===== config.mk =====
export PLATFORM = sky130hd
export DESIGN_NAME = can_destuff
export DESIGN_NICKNAME = d
export VERILOG_FILES = /design/src/rtl/can_destuff_pkg.sv /design/src/rtl/destuff_hist.sv /design/src/rtl/destuff_classify.sv /design/src/rtl/destuff_count.sv /design/src/rtl/can_destuff.sv
export SDC_FILE = /design/constraint.sdc
export NUM_CORES = 1
export LEC_CHECK = 0
export ABC_AREA = 1
export BUFFER_PORTS_ARGS = -buffer_cell sky130_fd_sc_hd__buf_2
export CAP_MARGIN = 10
export CORE_UTILIZATION = 40
export CTS_CLUSTER_SIZE = 25
export DETAILED_ROUTE_END_ITERATION = 10
export PLACE_DENSITY = 0.63
export SLEW_MARGIN = 5
export SYNTH_ARGS = -nofsm -noshare
export SYNTH_HDL_FRONTEND = slang
export SYNTH_SLANG_ARGS = --single-unit
export TNS_END_PERCENT = 1

===== constraint.sdc =====
create_clock -name clk -period 1.7 [get_ports clk]
set_input_delay 0.085 -clock clk [delete_from_list [all_inputs] [get_ports clk]]
set_output_delay 0.085 -clock clk [all_outputs]
set_load 0.005 [all_outputs]

===== src/rtl/can_destuff_pkg.sv =====
package can_destuff_pkg;
  typedef struct packed {
    logic stuff;
    logic err;
  } bit_class_t;
endpackage


===== src/rtl/destuff_hist.sv =====
module destuff_hist #(
  parameter int RUN_LEN = 5
) (
  input  logic               clk,
  input  logic               rst,
  input  logic               clr,
  input  logic               shift,
  input  logic               bit_in,
  output logic [RUN_LEN-1:0] prev,
  output logic               full
);
  localparam int FILL_W = $clog2(RUN_LEN + 1);

  logic [RUN_LEN-1:0] hist_q;
  logic [FILL_W-1:0]  fill_q;
  logic [FILL_W-1:0]  fill_eff;

  // history as seen by the bit in this cycle (a same-cycle clear empties it)
  assign prev     = clr ? '0 : hist_q;
  assign fill_eff = clr ? '0 : fill_q;
  assign full     = (fill_eff == FILL_W'(RUN_LEN));

  always_ff @(posedge clk) begin
    if (rst) begin
      hist_q <= '0;
      fill_q <= '0;
    end else if (shift) begin
      hist_q <= {prev[RUN_LEN-2:0], bit_in};
      fill_q <= full ? fill_eff : fill_eff + 1'b1;
    end else if (clr) begin
      hist_q <= '0;
      fill_q <= '0;
    end
  end
endmodule


===== src/rtl/destuff_classify.sv =====
module destuff_classify
  import can_destuff_pkg::*;
#(
  parameter int RUN_LEN = 5
) (
  input  logic [RUN_LEN-1:0] prev,
  input  logic               full,
  input  logic               en,
  input  logic               bit_in,
  output bit_class_t         cls
);
  logic all_zero, all_one;

  assign all_zero = ~|prev;
  assign all_one  = &prev;

  always_comb begin
    cls.stuff = en & full & (bit_in ? all_zero : all_one);
    cls.err   = en & full & (bit_in ? all_one : all_zero);
  end
endmodule


===== src/rtl/destuff_count.sv =====
module destuff_count #(
  parameter int W = 8
) (
  input  logic         clk,
  input  logic         rst,
  input  logic         clr,
  input  logic         inc,
  output logic [W-1:0] cur
);
  logic [W-1:0] cnt_q;

  assign cur = clr ? '0 : cnt_q;

  always_ff @(posedge clk) begin
    if (rst)      cnt_q <= '0;
    else if (inc) cnt_q <= cur + 1'b1;
    else if (clr) cnt_q <= '0;
  end
endmodule


===== src/rtl/can_destuff.sv =====
module can_destuff
  import can_destuff_pkg::*;
#(
  parameter int RUN_LEN = 5,
  parameter int IDX_W   = 8,
  parameter int RAW_W   = 8
) (
  input  logic             clk,
  input  logic             rst,
  input  logic             frame_start,
  input  logic             stuff_on,
  input  logic             raw_vld,
  input  logic             raw_bit,
  output logic             bit_vld,
  output logic             bit_val,
  output logic [IDX_W-1:0] bit_idx,
  output logic [RAW_W-1:0] raw_idx,
  output logic             stuff_pulse,
  output logic             stuff_val,
  output logic             stuff_err
);
  logic [RUN_LEN-1:0] prev;
  logic               full;
  bit_class_t         cls;
  logic [IDX_W-1:0]   dat_cur;
  logic [RAW_W-1:0]   raw_cur;
  logic               is_data;

  destuff_hist #(.RUN_LEN(RUN_LEN)) u_hist (
    .clk(clk), .rst(rst), .clr(frame_start), .shift(raw_vld),
    .bit_in(raw_bit), .prev(prev), .full(full)
  );

  destuff_classify #(.RUN_LEN(RUN_LEN)) u_cls (
    .prev(prev), .full(full), .en(stuff_on), .bit_in(raw_bit), .cls(cls)
  );

  assign is_data = raw_vld & ~cls.stuff;

  destuff_count #(.W(RAW_W)) u_raw_cnt (
    .clk(clk), .rst(rst), .clr(frame_start), .inc(raw_vld), .cur(raw_cur)
  );

  destuff_count #(.W(IDX_W)) u_dat_cnt (
    .clk(clk), .rst(rst), .clr(frame_start), .inc(is_data), .cur(dat_cur)
  );

  always_ff @(posedge clk) begin
    if (rst) begin
      bit_vld     <= 1'b0;
      bit_val     <= 1'b0;
      bit_idx     <= '0;
      raw_idx     <= '0;
      stuff_pulse <= 1'b0;
      stuff_val   <= 1'b0;
      stuff_err   <= 1'b0;
    end else begin
      bit_vld     <= is_data;
      stuff_pulse <= raw_vld & cls.stuff;
      stuff_err   <= raw_vld & cls.err;
      if (raw_vld) raw_idx <= raw_cur;
      if (is_data) begin
        bit_val <= raw_bit;
        bit_idx <= dat_cur;
      end
      if (raw_vld & cls.stuff) stuff_val <= raw_bit;
    end
  end
endmodule


==> impl_metrics.py <==
metrics = {
    "logic_synthesis": {
        "yosysUniqueCellTypes": 31,
        "synth_area_leaders": "dfxtp_1 (44%), nand2_1 (10%), a21oi_1 (6.2%), nand3_1 (5.7%), nor2_1 (5.4%)",
        "netlist.area_leader.share": 0.443,
        "synthFlopType": "dfxtp_1",
        "yosys_warnings": 0,
        "yosysMostFrequentCell": "nand2_1",
        "synth_edf_count": 0,
        "ys_top_cells_by_count": "nand2_1 (54), dfxtp_1 (45), nor2_1 (29)",
        "syn_inst": 265,
        "syn_nets": 275,
        "syn_area_um2": 2030,
        "synth_top_area_cell": "dfxtp_1",
        "synth.avg_cell_area_um2": 7.67,
        "yosysSeqAreaShare": 0.443,
        "synth_seq_cells": 45,
        "synth-async-reset-ratio": 0,
    },
    "power": {
        "power.density_nw_per_um2": 807,
        "p_leak_nw": 1.02,
        "total_power_mw": 1.94,
        "ir_drop_uv": 363,
    },
    "critical_path": {
        "endpoint_kind": "flop",
        "crit_path_start_kind": "flop",
        "path_max_fanout": 12,
        "r2r_cells": 9,
        "slowest_stage": "dfxtp_1",
        "timing.rr.start": "u_hist.fill_q[0]",
        "critPathKind": "reg2reg",
        "cp.required_ps": 1890,
        "path_cells": "nand2_1 > inv_1 > ha_4 > nand3_4 > a21oi_4 > buf_6 > nand2_4 > a21oi_1 > nor2_1",
        "timing.rr.end": "bit_idx[4]",
        "crit_arrival_ps": 1760,
        "max_stage_delay_ps": 310,
        "r2r_slack_ps": 130,
    },
    "global_routing": {
        "grt_pass1_wl_um": 7210,
        "grt_max_degree": 26,
        "antenna_found_initial": 0,
        "grt_pass1_vias": 1623,
        "track_usage": 0.177,
        "overflow": 0,
    },
    "cts": {
        "tritoncts": "built",
        "clk_pin_slew_ps": 80,
        "clock_sinks": 45,
        "postCtsHoldBufs": 0,
        "cts_root_buf": "clkbuf_8",
        "clkLatencyLatePin_ps": 290,
        "htree_levels": 2,
        "clockBufferDepth": 2,
        "cts-buffers-inserted": 5,
    },
    "sta": {
        "tightest_slew_ps": 333,
        "fin_setup_tns_ps": 0,
        "slew_headroom": 0.778,
        "fin_crit_sh": 0.926,
        "rsz0062_at_grt": "no",
        "fmaxAchievable_ghz": 0.635,
        "clock_skew_ps": 4.17,
        "slew_violations": 0,
        "hold_violations": 0,
        "setup_violations": 0,
        "min_period_ps": 1570,
    },
    "cells_and_area": {
        "final_core_utilization": 0.498,
        "stdcell_count": 363,
        "syn_to_final_growth_pct": 18.0,
        "antenna_cells": 0,
        "layout.nets": 305,
        "multi_input_area_um2": 991,
        "final-seq-area_um2": 901,
        "stdcell_area_um2": 2400,
        "fillCellCount": 498,
        "drive_above_1_share": 0.209,
    },
    "flow_run": {
        "maxCapViolations": 0,
    },
    "worst_hold_path": {
        "holdCritPathClass": "in2reg",
        "holdPathEnd": "bit_val",
        "holdCritStartpoint": "raw_bit",
        "holdPathStages": 3,
    },
    "floorplanning": {
        "chipWidth_um": 73.3,
        "floorplan.rows": 25,
        "dieArea_um2": 5370,
        "die_y_um": 73.3,
        "io_pins": 27,
        "initial_core_util": 0.422,
        "core_um2": 4820,
    },
    "route": {
        "first_pass_iters": 4,
        "viasPerCell": 4.93,
        "routed_wl_um": 4410,
        "antenna_left": 0,
        "vias": 1788,
        "avgRoutedWirePerCell_um": 12.2,
        "drt_first_iter_violations": 76,
        "drc": 0,
    },
    "placed_design": {
        "hpwl_um": 2950,
        "routabilityCongestion": 0.778,
        "dp_cells": 352,
        "place_area_um2": 2220,
        "io_buffers": 26,
    },
    "run_status": {
        "outcome": "complete, no violations",
    },
}
## what timing repair did
action                                  4_1_cts  5_1_grt
endpoints found under the setup margin        0       11
gates resized for setup                       0        7
buffers inserted                              0        2
## power breakdown
group	switching [mW]	internal [mW]
clock network	0.351	0.368
logic	0.0932	0.0484
registers	0.00670	1.07
total	0.451	1.49
## layout by cell type, fill, tap and decap left out, types with 2 or more instances in the layout
cell      synthesis  routed
ha_1              4       3
inv_1            23      23
nand3_1          23      23
nand2_1          54      54
buf_2             5      26
nand3_2           5       5
clkinv_2          1       2
nand4_1           2       2
nand2_8           0       2
nor3_1            3       3
nand2_4           3       2
o22ai_1           5       5
clkbuf_8          0       7
nand2_2           2       2
nor2_1           29      29
a21oi_1          25      25
buf_4             0       8
dfxtp_1          45      45
o21ai_0          13      13
a211oi_1          2       2
## cell type report
cell class	count	share of cell area
clock buffer	7	0.0402
clock inverter	1	0.00209
inverter	25	0.0417
multi-input combinational	182	0.413
sequential	45	0.376
tap	67	0.0350
timing repair buffer	36	0.0923
## sequential cells by signal, indices dropped and copies added (netlist names)
| name | count |
|---|---|
| bit_idx | 8 |
| bit_val | 1 |
| bit_vld | 1 |
| raw_idx | 8 |
| stuff_err | 1 |
| stuff_pulse | 1 |
| stuff_val | 1 |
| u_dat_cnt.cnt_q | 8 |
| u_hist.fill_q | 3 |
| u_hist.hist_q | 5 |
| u_raw_cnt.cnt_q | 8 |
## routing by layer
| layer | up-vias | wire length, µm | track usage |
|---|---|---|---|
| met5 | - | 0 | 0 |
| met4 | 0 | 37 | 0.0748 |
| met3 | 4 | 149 | 0.0494 |
| met2 | 30 | 1970 | 0.276 |
| met1 | 821 | 2250 | 0.231 |
| li1 | 933 | - | - |
## cell families (layout without fill, tap and decap cells)
group / after synthesis / after routing / share of synthesized area
flip-flops: 45 / 45 / 0.443
AO/OA/AOI/OAI: 52 / 52 / 0.146
adder cells (fa/ha/maj): 4 / 4 / 0.0246
AND/OR/NAND/NOR: 125 / 126 / 0.289
buffers and inverters: 39 / 69 / 0.0972
## through the flow
stage                     hold slack, ps  setup slack (ps)
after detailed placement             421              52.8
after global placement               432               118
after floorplan                      250              49.0
after global routing                 133              1.96
after CTS                            103              91.2
final                                121               125
## worst max-delay path, delay by kind of cell (launching register included)
family | cells | cell delay, ps
AOI/OAI and AO/OA | 2 | 390
and+or+nand+nor | 4 | 320
DFF | 1 | 310
buffers and inverters | 2 | 280
adders and majority gates | 1 | 170
## how the worst max path moves through the flow
stage | from | end | slack [ps]
global placement | frame_start | bit_idx[0] | 120
floorplan | frame_start | u_dat_cnt.cnt_q[7] | 50
global route | u_hist.fill_q[0] | bit_idx[4] | 2
detailed placement | frame_start | bit_idx[0] | 50
finish | u_hist.fill_q[0] | bit_idx[4] | 130
CTS | u_hist.fill_q[0] | bit_idx[0] | 90
No activity file was read; power rests on OpenSTA's default activity.
